==> config.mk <==
export PLATFORM = sky130hd
export DESIGN_NAME = mesif_line_ctrl
export DESIGN_NICKNAME = d
export VERILOG_FILES = /design/src/rtl/mesif_pkg.sv /design/src/rtl/mesif_snoop_xfer.sv /design/src/rtl/mesif_local_xfer.sv /design/src/rtl/mesif_line_ctrl.sv
export SDC_FILE = /design/constraint.sdc
export NUM_CORES = 1
export LEC_CHECK = 0
export ABC_AREA = 1
export BUFFER_PORTS_ARGS = -buffer_cell sky130_fd_sc_hd__clkbuf_2
export CORE_ASPECT_RATIO = 1.75
export CORE_MARGIN = 2
export CORE_UTILIZATION = 35
export CTS_BUF_LIST = sky130_fd_sc_hd__clkbuf_2 sky130_fd_sc_hd__clkbuf_4 sky130_fd_sc_hd__clkbuf_8
export DETAILED_ROUTE_END_ITERATION = 8
export PLACE_DENSITY_LB_ADDON = 0.12
export SYNTH_ARGS = -nofsm -noshare
export SYNTH_HDL_FRONTEND = slang
export SYNTH_HIERARCHICAL = 1
export SYNTH_SLANG_ARGS = --single-unit
export TNS_END_PERCENT = 100
==> constraint.sdc <==
create_clock -name clk -period 2.41 [get_ports clk]
set_clock_uncertainty 0.15 [all_clocks]
set_input_delay 0.241 -clock clk [delete_from_list [all_inputs] [get_ports clk]]
set_output_delay 0.241 -clock clk [all_outputs]
set_load 0.03 [all_outputs]
==> src/rtl/mesif_pkg.sv <==
package mesif_pkg;

    typedef enum logic [2:0] {
        ST_I = 3'd0,
        ST_S = 3'd1,
        ST_E = 3'd2,
        ST_M = 3'd3,
        ST_F = 3'd4
    } mesif_st_e;

    typedef enum logic [1:0] {
        LOP_READ  = 2'd0,
        LOP_WRITE = 2'd1,
        LOP_EVICT = 2'd2,
        LOP_NONE  = 2'd3
    } lcl_op_e;

endpackage

==> src/rtl/mesif_snoop_xfer.sv <==
module mesif_snoop_xfer
    import mesif_pkg::*;
(
    input  logic      active,
    input  logic      op_own,
    input  mesif_st_e cur,
    output mesif_st_e nxt,
    output logic      supply,
    output logic      wb
);

    always_comb begin
        nxt    = cur;
        supply = 1'b0;
        wb     = 1'b0;
        if (active) begin
            if (op_own) begin
                // ownership request: every copy dies, dirty data is handed over
                nxt = ST_I;
                if (cur == ST_M) begin
                    supply = 1'b1;
                    wb     = 1'b1;
                end
            end else begin
                case (cur)
                    ST_M: begin
                        nxt    = ST_S;
                        supply = 1'b1;
                        wb     = 1'b1;
                    end
                    ST_E, ST_F: begin
                        nxt    = ST_S;
                        supply = 1'b1;
                    end
                    default: ;
                endcase
            end
        end
    end

endmodule

==> src/rtl/mesif_local_xfer.sv <==
module mesif_local_xfer
    import mesif_pkg::*;
(
    input  logic       active,
    input  logic [1:0] op,
    input  logic       peer_fill,
    input  mesif_st_e  cur,
    output mesif_st_e  nxt,
    output logic       rd_req,
    output logic       own_req,
    output logic       wb
);

    always_comb begin
        nxt     = cur;
        rd_req  = 1'b0;
        own_req = 1'b0;
        wb      = 1'b0;
        if (active) begin
            case (lcl_op_e'(op))
                LOP_READ: begin
                    if (cur == ST_I) begin
                        rd_req = 1'b1;
                        nxt    = peer_fill ? ST_F : ST_E;
                    end
                end
                LOP_WRITE: begin
                    if (cur == ST_I || cur == ST_S || cur == ST_F) begin
                        own_req = 1'b1;
                    end
                    nxt = ST_M;
                end
                LOP_EVICT: begin
                    wb  = (cur == ST_M);
                    nxt = ST_I;
                end
                default: ;
            endcase
        end
    end

endmodule

==> src/rtl/mesif_line_ctrl.sv <==
module mesif_line_ctrl
    import mesif_pkg::*;
#(
    parameter int NUM_LINES = 8,
    localparam int IDX_W = (NUM_LINES > 1) ? $clog2(NUM_LINES) : 1
) (
    input  logic             clk,
    input  logic             rst_n,
    input  logic             lcl_valid,
    input  logic [1:0]       lcl_op,
    input  logic [IDX_W-1:0] lcl_idx,
    input  logic             lcl_peer_fill,
    input  logic             snp_valid,
    input  logic             snp_op,
    input  logic [IDX_W-1:0] snp_idx,
    input  logic [IDX_W-1:0] q_idx,
    output logic [2:0]       q_state,
    output logic             snp_supply,
    output logic             snp_wb,
    output logic             bus_rd,
    output logic             bus_own,
    output logic             evict_wb
);

    typedef struct packed {
        mesif_st_e [NUM_LINES-1:0] line;
        logic                      supply;
        logic                      swb;
        logic                      rd;
        logic                      own;
        logic                      ewb;
    } ctl_t;

    ctl_t ctl_q, ctl_d;

    mesif_st_e snp_cur, snp_nxt, lcl_cur, lcl_nxt;
    logic      s_supply, s_wb, l_rd, l_own, l_wb;
    logic      same_line;

    // flattened view for the bound checker
    logic [NUM_LINES*3-1:0] line_flat;
    assign line_flat = ctl_q.line;

    assign snp_cur   = ctl_q.line[snp_idx];
    assign same_line = snp_valid && (snp_idx == lcl_idx);
    // local request sees the line after the snoop has acted on it
    assign lcl_cur   = same_line ? snp_nxt : ctl_q.line[lcl_idx];

    mesif_snoop_xfer u_snp (
        .active (snp_valid),
        .op_own (snp_op),
        .cur    (snp_cur),
        .nxt    (snp_nxt),
        .supply (s_supply),
        .wb     (s_wb)
    );

    mesif_local_xfer u_lcl (
        .active    (lcl_valid),
        .op        (lcl_op),
        .peer_fill (lcl_peer_fill),
        .cur       (lcl_cur),
        .nxt       (lcl_nxt),
        .rd_req    (l_rd),
        .own_req   (l_own),
        .wb        (l_wb)
    );

    always_comb begin
        ctl_d        = ctl_q;
        ctl_d.supply = s_supply;
        ctl_d.swb    = s_wb;
        ctl_d.rd     = l_rd;
        ctl_d.own    = l_own;
        ctl_d.ewb    = l_wb;
        if (snp_valid) ctl_d.line[snp_idx] = snp_nxt;
        if (lcl_valid) ctl_d.line[lcl_idx] = lcl_nxt;
    end

    always_ff @(posedge clk or negedge rst_n) begin
        if (!rst_n) ctl_q <= '0;
        else        ctl_q <= ctl_d;
    end

    assign q_state    = ctl_q.line[q_idx];
    assign snp_supply = ctl_q.supply;
    assign snp_wb     = ctl_q.swb;
    assign bus_rd     = ctl_q.rd;
    assign bus_own    = ctl_q.own;
    assign evict_wb   = ctl_q.ewb;

endmodule

==> results of run 1 <==
layout make-up:
| cell class | count | area [um2] | area share |
|---|---|---|---|
| Timing Repair Buffer | 100 | 737 | 0.218 |
| Clock inverter | 1 | 7.51 | 0.00222 |
| Sequential cell | 29 | 726 | 0.214 |
| Inverter | 62 | 235 | 0.0694 |
| Tap cell | 82 | 103 | 0.0303 |
| Multi-Input combinational cell | 283 | 1500 | 0.442 |
| Clock buffer | 6 | 82.6 | 0.0244 |
power groups by stage:
| stage | Sequential (mW) | Clock, mW | Combinational (mW) |
|---|---|---|---|
| after floorplan | 0.665 | 0 | 0.479 |
| after global placement | 0.666 | 0 | 1.03 |
| after detailed placement | 0.666 | 0 | 1.03 |
| after CTS | 0.660 | 0.455 | 1.08 |
| after global routing | 0.677 | 0.468 | 1.32 |
| final | 0.665 | 0.438 | 1.23 |
critical path: cells and delay by family, from the launching register on:
family | cells | cell delay, ns
and+or+nand+nor | 12 | 1.14
buffers and inverters | 4 | 0.34
DFF | 1 | 0.36
AOI/OAI and AO/OA | 3 | 0.37
layout by cell type (no fill, tap or decap), types with 3 or more instances in the layout:
cell type / Yosys / layout
o22ai_2: 0 / 9
o211ai_1: 9 / 9
buf_6: 0 / 5
dfrtp_1: 29 / 29
buf_4: 0 / 68
clkbuf_8: 0 / 6
inv_2: 4 / 15
o21ai_1: 22 / 21
a21oi_1: 22 / 19
nand4_1: 3 / 3
nor2_2: 3 / 3
nand3_2: 1 / 6
nand3_1: 24 / 19
nand2_2: 1 / 13
a21oi_2: 0 / 3
inv_1: 56 / 44
nand2_1: 117 / 104
nor2_1: 26 / 25
o22ai_1: 12 / 3
o21ai_2: 1 / 10
o21ai_0: 37 / 28
clkbuf_2: 0 / 24
stage by stage:
stage / utilization / total power, mW / setup slack [ns]
global route: 0.526 / 2.47 / -0.185
finish: 0.526 / 2.33 / -0.0290
detailed placement: 0.466 / 1.70 / -0.257
global placement: 0.466 / 1.69 / -0.232
floorplan: - / 1.14 / 0.00489
CTS: 0.491 / 2.19 / 0.00956
path summary, 6_finish.rpt:
kind | cells after the start | start | slack [ns] | end
min | 3 | lcl_op[0] | 0.04 | bus_own
max reg2reg | 19 | ctl_q[21] | -0.03 | ctl_q[6]
max | 19 | ctl_q[21] | -0.03 | ctl_q[6]
min reg2reg | 2 | ctl_q[20] | 0.40 | ctl_q[20]
min in group asynchronous | 2 | rst_n | 0.40 | ctl_q[27]
max in group asynchronous | 2 | rst_n | 1.21 | ctl_q[7]
what timing repair did:
| item | 4_1_cts | 5_1_grt |
|---|---|---|
| gates resized for setup | 13 | 55 |
| pin swaps | 4 | 22 |
| endpoints found under the hold margin | 29 | 0 |
| setup buffers | 6 | 6 |
| hold buffers | 1 | 0 |
| endpoints found under the setup margin | 15 | 26 |
sequential cells by signal (all words and copies together) (netlist names):
| signal | flops |
|---|---|
| bus_rd | 1 |
| bus_own | 1 |
| ctl_q | 24 |
| snp_supply | 1 |
| snp_wb | 1 |
| evict_wb | 1 |
metal layers:
metal,routed length (um),vias to the layer above,share of wire
met4,974,0,0.10
met2,5080,96,0.53
met1,3240,1335,0.34
li1,-,1446,-
met3,341,53,0.035
met5,0,-,0
cells by family after synthesis:
logic type,Yosys count,share of synthesized area
buffers and inverters,70,0.117
and+or+nand+nor,180,0.328
DFF,29,0.314
AOI/OAI and AO/OA,103,0.241
==> key figures, run 1 <==
Status
  – Status: complete, but fails checks
  – Violated checks: negative setup slack

Place
  – HPWL Detailed: 7490 um
  – Placed Instances: 543
  – Port Buf Inserts: 24
  – RD Place Congestion: 0.911
  – DP Area: 0.00300 mm2

Clock tree
  – Clock Sinks: 29
  – Root buffer cell: clkbuf_8
  – Total CTS buffers: 5
  – CTS tree: done
  – Skew-Pair Late Insertion Delay: 0.30 ns
  – Max H-tree Level: 2
  – Reg clk slew, reported paths: 0.07 ns
  – Max Root-Sink Buffers: 2

Synth
  – Cell with the most instances after synthesis: nand2_1
  – Post-synth EDFFs: 0
  – Seq cells post-synth: 29
  – Commonest cells post-synth: nand2_1, inv_1, o21ai_0, dfrtp_1, nor2_1
  – Syn Nets: 399
  – Mapped cell area: 0.00231 mm2
  – Main flop type after synthesis: dfrtp_1
  – Synth top area share: 0.314
  – Synth area leader: dfrtp_1
  – Asr flop ratio synth: 1.00
  – Unique masters post-synth: 23
  – Synth area leaders: dfrtp_1, nand2_1, inv_1
  – Mean Syn Cell Area: 6.04 um2
  – Post-Syn Instances: 382
  – Warnings, synthesis: 6
  – Sequential element share of the synthesized area: 0.314

STA
  – WHS: 0.0431 ns
  – RSZ-0062 raised after global routing: yes
  – Worst Max-Slew Pin Slew: 0.782 ns
  – Post-layout worst setup margin: -0.0290 ns
  – Fin Setup TNS: -0.124 ns
  – Slew headroom: 0.479
  – Count of final setup violators: 8
  – Fmax: 410 MHz
  – Fin crit share: 1.01
  – Final hold viol count: 0
  – Min Tclk post-route: 2.44 ns
  – Final Max Slew Viols: 0

Power and ir drop
  – P_sw: 0.978 mW
  – Cell leakage power: 1.75 nW
  – VDD IR max: 0.000454 V
  – Switching Share: 0.419
  – Seq pwr share: 0.285
  – Clock power frac: 0.188
  – Cell Int Power: 1.36 mW
  – Comb pwr share: 0.528
  – Cell Pwr Density: 689 mW/mm2

GRT
  – Total GRT Usage: 0.275
  – M3 GR Usage: 0.0414
  – GRT overflow: 0
  – Largest net degree at the start of global routing: 30
  – Met2 Use GR: 0.474
  – Vias in the first global route: 2786
  – Global-route wire length before repair: 14500 um
  – Met1 track demand over resource: 0.273
  – Most Crowded Layer GR: met2
  – Antenna violations before repair: 0

Route
  – DR pass1 iterations: 5
  – Vias: 2930
  – WL/cell: 17.1 um
  – Detailed Route Iter0 Violations: 217
  – WL final: 9640 um
  – ANT nets after route: 0
  – DRC viols: 0
  – Vias/cell: 5.20

Floorplanning
  – Die span in y: 111 um
  – Die ar.: 0.00729 mm2
  – Starting density of the core: 0.358
  – Core ar.: 0.00644 mm2
  – Row cnt: 39
  – Die extent in x: 65.4 um
  – Ports: 25

Critical path
  – CP Max Fanout: 5
  – Critical path's most frequent cell: nand2_2
  – Setup CP Type: reg2reg
  – Crit path DAT: 2.51 ns
  – CP Launch Type: flop
  – Crit path max-delay cell type: dfrtp_1
  – Cell chain of the critical path: inv_2 -> a21oi_2 -> o21ai_2 -> nand4_1 -> inv_1 -> nand2_1 -> nand3_1 -> nand3_1 -> nand2_2 -> nand3_2 -> nand2_4 -> nor2_4 -> nand3_2 -> nand2_2 -> nand2_2 -> nand2_2 -> inv_2 -> buf_6 -> o22ai_2
  – Data required time at the worst endpoint: 2.48 ns
  – Setup crit end kind: flop
  – Max stage delay on crit path: 0.36 ns

Cells and area
  – Fillers: 706
  – Syn-to-layout area delta: 46.7%
  – Layout Cells excl Fill: 563
  – Layout cells sized above 1: 0.358
  – Fin area: 0.00339 mm2
  – Fin nets: 498
  – # diodes: 0

Worst hold path
  – Worst Hold Class: in2reg

Run
  – Max Cap Violations: 0
Note: power is estimated with default switching activity, not from simulation.
==> run 2: changes to the inputs <==
SYNTH_HIERARCHICAL = unset   (was 1)
==> key figures, run 2 <==
Synth
  – Seq cells post-synth: 29
  – Syn Nets: 405
  – Unique masters post-synth: 35
  – Synth area leader: dfrtp_1
  – Mux contribution to synthesized area: 0
  – Post-Syn Instances: 388
  – Synth Area in Compound Gates: 0.219
  – Mean Syn Cell Area: 6.37 um2
  – Sequential element share of the synthesized area: 0.294
  – Main flop type after synthesis: dfrtp_1
  – Synth area leaders: dfrtp_1, nand2_1, o21ai_0
  – Post-synth EDFFs: 0
  – Commonest cells post-synth: nand2_1, inv_1, o21ai_0, a21oi_1
  – Cell with the most instances after synthesis: nand2_1
  – Asr flop ratio synth: 1.00
  – Warnings, synthesis: 0
  – Post-synthesis xor/xnor area fraction: 0.00354
  – Mapped cell area: 0.00247 mm2
  – Synth top area share: 0.294
  – Main combinational cell family by area after synthesis: simple AND/OR/NAND/NOR gates
  – Post-Synth Adder-Cell Area: 0
  – Post-Synth Simple-Gate Area: 0.373

STA
  – Fmax: 461 MHz
  – Final hold viol count: 0
  – Slew headroom: 0.475
  – Fin crit share: 0.899
  – WHS: 0.0266 ns
  – Post-layout worst setup margin: 0.243 ns
  – RSZ-0062 raised after global routing: no
  – Min Tclk post-route: 2.17 ns
  – Final Max Slew Viols: 0
  – Count of final setup violators: 0
  – Fin Setup TNS: 0 ns
  – Worst Max-Slew Pin Slew: 0.788 ns

GRT
  – M3 GR Usage: 0.0431
  – Largest net degree at the start of global routing: 30
  – Met2 Use GR: 0.384
  – Total GRT Usage: 0.243
  – Met1 track demand over resource: 0.287
  – GRT overflow: 0
  – Global-route wire length before repair: 13600 um
  – Vias in the first global route: 2623
  – Most Crowded Layer GR: met2
  – Antenna violations before repair: 0

Clock tree
  – Reg clk slew, reported paths: 0.07 ns
  – CTS-repair resized insts: 0
  – Root buffer cell: clkbuf_8
  – Total CTS buffers: 5
  – Clock Sinks: 29
  – Skew-Pair Late Insertion Delay: 0.30 ns
  – CTS tree: done
  – Max H-tree Level: 2
  – Max Root-Sink Buffers: 2

Cells and area
  – Max FFs per register: 24
  – Fin nets: 439
  – Most frequent cells in the layout: nand2_1, inv_1, o21ai_0
  – Most common cell after layout, fill and taps aside: nand2_1
  – # diodes: 0
  – Fin area: 0.00285 mm2
  – Layout cells sized above 1: 0.187
  – Fillers: 724
  – Syn-to-layout area delta: 15.1%
  – Largest Register: ctl_q

Power and ir drop
  – VDD IR max: 0.000320 V
  – Cell Pwr Density: 703 mW/mm2
  – Cell leakage power: 1.42 nW

Place
  – DP Worst Slack: 0.111 ns
  – HPWL Detailed: 6770 um
  – Port Buf Inserts: 24
  – DP Area: 0.00271 mm2
  – RD Place Congestion: 0.934

Floorplanning
  – Row cnt: 40
  – Die ar.: 0.00777 mm2
  – Starting density of the core: 0.360
  – Die extent in x: 67.5 um
  – Die span in y: 115 um
  – Ports: 25
  – Core ar.: 0.00686 mm2

Route
  – Vias/cell: 5.30
  – DR pass1 iterations: 5
  – WL final: 8600 um
  – ANT nets after route: 0
  – Detailed Route Iter0 Violations: 225
  – DRC viols: 0
  – Vias: 2689
  – WL/cell: 17.0 um

Critical path
  – Setup crit end kind: flop
  – Setup CP Type: reg2reg
  – Crit path DAT: 2.26 ns
  – CP Launch Type: flop
  – Data required time at the worst endpoint: 2.50 ns
  – CP Max Fanout: 8

Worst hold path
  – Worst Hold Class: in2reg

Run
  – Max Cap Violations: 0

Status
  – Status: finished clean
[run 2: power breakdown]
part | leakage [nW] | switching, mW | internal [mW]
Sequential | 0.363 | 0.103 | 0.593
Clock | 0.0619 | 0.212 | 0.348
Combinational | 0.998 | 0.506 | 0.240
[run 2: metrics by stage]
step                      power (mW)   util  instances
after floorplan                 1.19      -        388
after detailed placement        1.44  0.395        497
final                           2.00  0.415        507
after CTS                       2.00  0.415        507
after global placement          1.44  0.395        497
after global routing            2.13  0.415        507
[run 2: cell families after synthesis]
group	Yosys count
AO/OA/AOI/OAI	97
AND/OR/NAND/NOR	196
XOR/XNOR	1
buffers and inverters	65
flip-flops	29
[run 2: final timing paths]
| check | cells after the start | endpoint | from | slack (ns) |
|---|---|---|---|---|
| worst max register to register | 15 | ctl_q[18] | ctl_q[26] | 0.24 |
| worst max-delay path | 15 | ctl_q[18] | ctl_q[26] | 0.24 |
| worst min register to register | 2 | ctl_q[26] | ctl_q[26] | 0.43 |
| worst min-delay path | 2 | bus_rd | lcl_op[1] | 0.03 |
| min in group asynchronous | 2 | ctl_q[28] | rst_n | 0.39 |
| max in group asynchronous | 2 | ctl_q[8] | rst_n | 1.20 |
[run 2: final cells by class]
cell class | count | area (um2) | share of cell area
Multi-Input combinational cell | 294 | 1470 | 0.517
Clock inverter | 1 | 30.0 | 0.0106
Inverter | 57 | 215 | 0.0756
Tap cell | 84 | 105 | 0.0369
Timing Repair Buffer | 35 | 208 | 0.0730
Sequential cell | 29 | 726 | 0.255
Clock buffer | 7 | 90.1 | 0.0317
[run 2: layer usage]
| layer | vias to the layer above | wire [um] |
|---|---|---|
| met5 | - | 0 |
| met4 | 0 | 560 |
| met3 | 30 | 466 |
| met2 | 101 | 4110 |
| met1 | 1216 | 3470 |
| li1 | 1342 | - |
[run 2: critical path: stages (launching register included)]
cell     delay [ns]
dfrtp_1        0.39
inv_1          0.13
nand2_1        0.08
nand3_1        0.08
nand2_1        0.08
nor2_4         0.15
nand3_1        0.12
nand3_1        0.10
nand2_2        0.10
nor2_4         0.10
nand3_1        0.11
nand2_1        0.09
nand3_2        0.06
nand2_2        0.14
nand3_1        0.13
nand2_1        0.09
[run 2: repair_timing]
action / in CTS / in global routing
endpoints found under the hold margin: 30 / 0
hold buffers: 2 / 0
buffers inserted: 0 / 0
==> run 3: changes to the inputs <==
PLACE_DENSITY_LB_ADDON = unset   (was 0.12)
==> key figures, run 3 (synthesized netlist as in run 2, its figures left out) <==
STA
  – Min Tclk post-route: 2.17 ns
  – Final hold viol count: 0
  – WHS: 0.0410 ns
  – RSZ-0062 raised after global routing: no
  – Fin Setup TNS: 0 ns
  – Fin crit share: 0.898
  – Worst Max-Slew Pin Slew: 0.774 ns
  – Slew headroom: 0.484
  – Fmax: 462 MHz
  – Count of final setup violators: 0
  – Final Max Slew Viols: 0

Clock tree
  – Root buffer cell: clkbuf_8
  – Max Root-Sink Buffers: 2
  – Skew-Pair Late Insertion Delay: 0.29 ns
  – Post-CTS setup buffers: 0
  – Total CTS buffers: 5
  – Max H-tree Level: 2
  – Reg clk slew, reported paths: 0.06 ns
  – CTS tree: done
  – Clock Sinks: 29

Cells and area
  – Fillers: 706
  – Layout cells sized above 1: 0.185
  – Most common cell after layout, fill and taps aside: nand2_1
  – # diodes: 0
  – Fin area: 0.00281 mm2
  – Max FFs per register: 24
  – Most frequent cells in the layout: nand2_1, inv_1, o21ai_0
  – Largest Register: ctl_q
  – Fin nets: 438
  – Syn-to-layout area delta: 13.7%

Power and ir drop
  – Cell Int Power: 1.08 mW
  – P_sw: 0.821 mW
  – VDD IR max: 0.000317 V
  – Switching Share: 0.432
  – Comb pwr share: 0.404
  – Cell leakage power: 1.41 nW
  – Cell Pwr Density: 676 mW/mm2
  – Seq pwr share: 0.370
  – Clock power frac: 0.226

Worst hold path
  – Worst Hold Class: in2reg
  – Worst hold path startpoint: lcl_op[0]
  – Worst hold path endpoint: bus_rd
  – WHS Path Cells: 2

Critical path
  – Reg2reg setup slack: 0.24 ns
  – Data required time at the worst endpoint: 2.49 ns
  – Crit path DAT: 2.24 ns
  – CP Launch Type: flop
  – Setup CP Type: reg2reg
  – Worst reg2reg path depth: 15
  – Worst r2r dst: ctl_q[9]
  – Setup crit end kind: flop
  – RR Startpoint: ctl_q[12]
  – CP Max Fanout: 8

GRT
  – Antenna violations before repair: 0
  – Largest net degree at the start of global routing: 30
  – GRT overflow: 0
  – Global-route wire length before repair: 13800 um
  – Vias in the first global route: 2708
  – Total GRT Usage: 0.246

Status
  – Status: finished clean

Floorplanning
  – Row cnt: 40
  – Core ar.: 0.00686 mm2
  – Starting density of the core: 0.360
  – Die span in y: 115 um
  – Ports: 25
  – Die ar.: 0.00777 mm2
  – Die extent in x: 67.5 um

Route
  – Detailed Route Iter0 Violations: 158
  – ANT nets after route: 0
  – Vias: 2685
  – Vias/cell: 5.32
  – WL final: 8610 um
  – DRC viols: 0
  – WL/cell: 17.0 um
  – DR pass1 iterations: 4

Place
  – Port Buf Inserts: 24
  – HPWL Detailed: 6850 um
  – DP Area: 0.00271 mm2
  – RD Place Congestion: 1.01

Run
  – Max Cap Violations: 0
## run 3: layout make-up
| type | count | area, um2 | share of cell area |
|---|---|---|---|
| Timing Repair Buffer | 34 | 198 | 0.0703 |
| Sequential cell | 29 | 726 | 0.258 |
| Clock buffer | 7 | 90.1 | 0.0321 |
| Tap cell | 84 | 105 | 0.0374 |
| Inverter | 57 | 215 | 0.0766 |
| Multi-Input combinational cell | 294 | 1480 | 0.525 |
## run 3: power groups by stage
| stage | Combinational (mW) | Clock (mW) | Sequential (mW) |
|---|---|---|---|
| detailed placement | 0.758 | 0 | 0.707 |
| CTS | 0.761 | 0.445 | 0.698 |
| floorplan | 0.524 | 0 | 0.666 |
| finish | 0.767 | 0.430 | 0.703 |
| global placement | 0.752 | 0 | 0.709 |
| global route | 0.857 | 0.463 | 0.710 |
## run 3: metal layers
metal / share of wire / GRT usage / wire length, um
met5: 0 / 0 / 0
met4: 0.072 / 0.201 / 621
met3: 0.052 / 0.0294 / 449
met2: 0.51 / 0.407 / 4390
met1: 0.37 / 0.274 / 3150
## run 3: repair_timing
item / in CTS / in global routing
hold endpoints to repair: 29 / 0
gates resized for setup: 0 / 1
endpoints found under the setup margin: 0 / 1
hold buffers: 1 / 0
## run 3: stage by stage
step,utilization,total power [mW],instances,setup WS (ns)
floorplan,-,1.19,388,0.541
global placement,0.395,1.46,497,0.163
detailed placement,0.395,1.47,497,0.177
CTS,0.409,1.90,505,0.224
global route,0.410,2.03,505,0.00867
finish,0.410,1.90,505,0.245
## run 3: worst max path at each step
stage	startpoint	to	cells past startpoint
2_1_floorplan	lcl_idx[0]	ctl_q[27]	14
6_report	ctl_q[12]	ctl_q[9]	15
3_5_place_dp	snp_idx[0]	ctl_q[9]	16
5_1_grt	ctl_q[11]	ctl_q[9]	15
3_3_place_gp	snp_idx[0]	ctl_q[9]	16
4_1_cts	ctl_q[12]	ctl_q[9]	15
## run 3: worst max-delay path: stages (launching register included)
cell and delay, ns:
dfrtp_1 0.44, inv_1 0.11, nand2_1 0.06, nand3_1 0.09, nand2_1 0.11, nor2_4 0.16
nand3_1 0.10, nand3_1 0.10, nand2_2 0.09, nor2_4 0.10, nand3_1 0.11, nand2_1 0.08
nand3_2 0.06, nand2_2 0.13, nand3_1 0.13, nand2_1 0.09
